<file path="config.mk">
export PLATFORM = sky130hd
export DESIGN_NAME = hp_to_sp_widen
export DESIGN_NICKNAME = d
export VERILOG_FILES = /design/src/rtl/hp_to_sp_widen.sv
export SDC_FILE = /design/constraint.sdc
export NUM_CORES = 1
export LEC_CHECK = 0
export ABC_AREA = 1
export BUFFER_PORTS_ARGS = -buffer_cell sky130_fd_sc_hd__buf_2
export CAP_MARGIN = 20
export CORE_MARGIN = 1
export CORE_UTILIZATION = 45
export CTS_BUF_LIST = sky130_fd_sc_hd__clkbuf_4 sky130_fd_sc_hd__clkbuf_8 sky130_fd_sc_hd__clkbuf_16
export DETAILED_ROUTE_END_ITERATION = 16
export HOLD_SLACK_MARGIN = 0.05
export PLACE_DENSITY = 0.76
export SYNTH_ARGS = -nofsm -noshare
export SYNTH_HDL_FRONTEND = slang
export SYNTH_SLANG_ARGS = --single-unit
</file>
<file path="constraint.sdc">
create_clock -name clk -period 1.95 [get_ports clk]
set_input_delay 0.0975 -clock clk [delete_from_list [all_inputs] [get_ports clk]]
set_output_delay 0.0975 -clock clk [all_outputs]
set_load 0.1 [all_outputs]
</file>
<file path="src/rtl/hp_to_sp_widen.sv">
module hp_to_sp_widen #(
  parameter bit OUT_REG = 1'b1
) (
  input  logic        clk,
  input  logic        rst,
  input  logic        in_valid,
  input  logic [15:0] in_half,
  output logic        out_valid,
  output logic [31:0] out_single
);

  localparam int HEXP    = 5;
  localparam int HMAN    = 10;
  localparam int SEXP    = 8;
  localparam int SMAN    = 23;
  localparam int PAD     = SMAN - HMAN;
  localparam int ADJ     = 127 - 15;
  localparam int SUB_BASE = ADJ + 1 - HMAN;

  logic            sgn;
  logic [HEXP-1:0] exp_h;
  logic [HMAN-1:0] man_h;
  logic [3:0]      lead;
  logic [3:0]      shamt;
  logic [HMAN-1:0] man_n;
  logic [SEXP-1:0] exp_s;
  logic [HMAN-1:0] man_s;
  logic [31:0]     res;

  assign sgn   = in_half[15];
  assign exp_h = in_half[14:10];
  assign man_h = in_half[9:0];

  always_comb begin
    lead = '0;
    for (int i = 0; i < HMAN; i++)
      if (man_h[i]) lead = 4'(i);
  end

  assign shamt = 4'(HMAN) - lead;
  assign man_n = man_h << shamt;

  always_comb begin
    if (&exp_h) begin
      exp_s = '1;
      man_s = man_h;
    end else if (exp_h != '0) begin
      exp_s = SEXP'(exp_h) + SEXP'(ADJ);
      man_s = man_h;
    end else if (man_h != '0) begin
      exp_s = SEXP'(SUB_BASE) + SEXP'(lead);
      man_s = man_n;
    end else begin
      exp_s = '0;
      man_s = '0;
    end
  end

  assign res = {sgn, exp_s, man_s, {PAD{1'b0}}};

  always_comb begin
    if (in_valid == 1'b1) begin
      AST_NO_SUBNORM: assert (res[30:23] != '0 || res[22:0] == '0) else $error("subnormal output");
      AST_SPECIAL_EXP: assert (!(&exp_h) || res[30:23] == 8'hFF) else $error("inf/nan exponent");
      AST_ZERO_MAG: assert (in_half[14:0] != '0 || res[30:0] == '0) else $error("zero magnitude");
    end
  end

  generate
    if (OUT_REG) begin : g_reg
      logic        v_q;
      logic [31:0] d_q;

      always_ff @(posedge clk) begin
        if (rst) v_q <= 1'b0;
        else     v_q <= in_valid;
        if (in_valid) d_q <= res;
      end

      assign out_valid  = v_q;
      assign out_single = d_q;

      AST_RST_CLEAR: assert property (@(posedge clk) rst |=> !out_valid) else $error("reset");
      AST_VALID_FOLLOW: assert property (@(posedge clk) disable iff (rst) in_valid |=> out_valid) else $error("valid rise");
      AST_VALID_DROP: assert property (@(posedge clk) disable iff (rst) !in_valid |=> !out_valid) else $error("valid drop");
      AST_SIGN_PASS: assert property (@(posedge clk) disable iff (rst) in_valid |=> out_single[31] == $past(in_half[15])) else $error("sign");
      AST_HOLD_IDLE: assert property (@(posedge clk) disable iff (rst) !in_valid |=> $stable(out_single)) else $error("hold");
    end else begin : g_comb
      assign out_valid  = in_valid;
      assign out_single = res;
    end
  endgenerate

endmodule

</file>
==> metrics.md <==
| Metric | Value |
|---|---|
| Worst path required time | 2.11 ns |
| # hold bufs at CTS | 3 |
| Number of enable flip-flop cells after synthesis | 18 |
| Pwr/cell area | 750 nW/um^2 |
| Nets@finish | 264 |
| Worst setup EP type | flip-flop |
| Worst setup path class | primary input to flip-flop |
| Diode count | 0 |
| Worst Setup Slack, final | 0.140 ns |
| Psw | 672 uW |
| Switch share | 48.1% |
| Status | finished clean |
| Num rows | 20 |
| Combinational power share | 49.9% |
| Fin cells | 286 |
| Syn_area_per_cell | 8.14 sq um |
| Internal power | 725 uW |
| Placed cells | 279 |
| Layout cell share with drive strength beyond 1 | 37.6% |
| Asr flop ratio synth | 0% |
| DRT antenna net count | 0 |
| Worst hold path depth | 3 |
| Yosys reg bits | 19 |
| Gate count after technology mapping | 184 |
| Sequential Power Share | 35.0% |
| Post-synthesis cell type count | 39 |
| Minimum clock period | 1.81 ns |
| Core area | 3100 sq um |
| WL/cell | 12.1 microns |
| Max-cap violation count | 0 |
| CTS H-tree depth | 1 |
| Setup crit start kind | primary input |
| # IOs | 52 |
| Area Overhead vs Synth | 24.5% |
| Via density | 4.99 |
| Commonest non-fill, non-tap cell in the layout | nand2_1 |
| Syn. warnings | 0 |
| Post-DP HPWL | 2.71 mm |
| Sink Count | 19 |
| Fillers | 308 |
| # setup viols final | 0 |
| Critical Path Fanout Max | 9 |
| GRT overflow | 0 |
| Hold Path Class | primary input to flip-flop |
| Post-CTS Setup Bufs | 0 |
| Root buffer cell | clkbuf_4 |
| Initial antenna violation count | 0 |
| Die ar. | 3560 sq um |
| Maximum root-to-sink buffer count | 2 |
| First DRT Iteration DRCs | 55 |
| Overall routing resource usage | 21.5% |
| GPL Wtd Cong | 0.986 |
| Register area share after synthesis | 37.4% |
| First-pass GRT wire length | 5.66 mm |
| Max-slew violation count | 0 |
| Detailed Routing Iterations Pass 1 | 4 |
| Finished Cell Area | 1860 sq um |
| Pre-CTS WS | -0.0157 ns |
| WL final | 3.47 mm |
| Reg clk slew, reported paths | 0.10 ns |
| Setup TNS | 0 ns |
| CTS resizes | 0 |
| Via count | 1428 |
| Vias in the first global route | 1262 |
| Data arrival, critical path | 1.97 ns |
| Largest net degree at the start of global routing | 20 |
| TritonCTS clock tree | yes |
| DRC | 0 |
| Final Util | 60.1% |
| Placed Area | 1800 sq um |
| VDD IR max | 0.309 mV |
| Clock power share | 15.1% |
| Die Ht | 59.7 microns |
| Mapped Area | 1500 sq um |
| Port Buffer Count | 38 |
| Final hold violations | 0 |
| Fin crit share | 92.8% |
| Commonest non-fill, non-tap cells in the layout | nand2_1 (44), buf_2 (38), nand3_1 (23) |
| Max Clock Freq | 553 MHz |
| DIE WIDTH | 59.7 microns |
| Num CTS Buffers | 3 |
| RSZ-0062 raised after global routing | false |
| Initial Utilization | 48.3% |
| Leak | 0.905 nW |
| Dominant synthesized flop cell | edfxtp_1 |
[worst paths after layout]
check / end / slack [ns] / start
worst max-delay path: out_single[16] / 0.14 / in_half[14]
worst min-delay path: out_single[26] / 0.09 / in_half[13]
[synthesized netlist by cell type, types with 2 or more instances]
library cell   n  share of area (%)
buf_2          2               0.67
nand2_1       44                 11
a21oi_1        7                2.3
o31ai_1        2                1.0
buf_4         14                7.0
nor2_4         2                1.5
ha_1           2                1.7
o22ai_1        2               0.84
inv_1         11                2.8
nor2_1         7                1.8
nand2_2        7                2.9
nand4_1        3                1.3
nor2_2         2               0.84
o211ai_1       2                1.0
edfxtp_1      18                 36
inv_2          8                2.0
nand3_1       23                7.7
nand2_4        3                2.3
o21ai_1        3                1.0
o21ai_0        3                1.0
[stage by stage]
step	power, mW	hold slack, ns
after global placement	1.19	0.256
after detailed placement	1.19	0.262
final	1.40	0.0852
after CTS	1.40	0.0874
after floorplan	1.06	0.169
after global routing	1.46	0.0867
[state kept, by name, indices dropped and copies added (netlist names)]
signal / flops
out_single: 18
out_valid: 1
[power by group through the flow]
stage | clock, mW | combinational (mW) | sequential, mW
after floorplan | 0 | 0.322 | 0.743
after global placement | 0 | 0.688 | 0.499
after detailed placement | 0 | 0.689 | 0.499
after CTS | 0.215 | 0.695 | 0.490
after global routing | 0.235 | 0.736 | 0.492
final | 0.211 | 0.697 | 0.489
[cell type report]
class,count,area (sq um),share of cell area [%]
Clock buffer,4,30.0,1.61
Timing Repair Buffer,59,355,19.1
Multi-Input combinational cell,139,779,41.8
Sequential cell,19,561,30.1
Tap cell,44,55.1,2.95
Inverter,21,83.8,4.50
[cell families after synthesis]
| logic type | count (synthesis) | synth area share, % |
|---|---|---|
| AOI/OAI and AO/OA | 25 | 11.3 |
| xor gates and xnor gates | 2 | 2.42 |
| and+or+nand+nor | 97 | 33.4 |
| other | 1 | 0.250 |
| DFF | 19 | 37.4 |
| buffers and inverters | 38 | 13.5 |
| adders and majority gates | 2 | 1.67 |
[worst max-delay path, stage by stage]
cell and delay [ns]:
dlygate4sd3_1 0.55, buf_2 0.14, nor2_1 0.07, and3_1 0.32, inv_2 0.17, nor2_4 0.17
inv_2 0.08, nor2_2 0.14, nand2_2 0.09, o21ai_2 0.13
[routing by layer]
layer / track usage [%] / wire [microns] / vias to the layer above
met5: 0 / 0 / -
met4: 11.3 / 63 / 0
met3: 3.25 / 248 / 6
met2: 32.9 / 1650 / 64
met1: 29.5 / 1510 / 648
li1: - / - / 710
(Power assumes the default switching activity.)
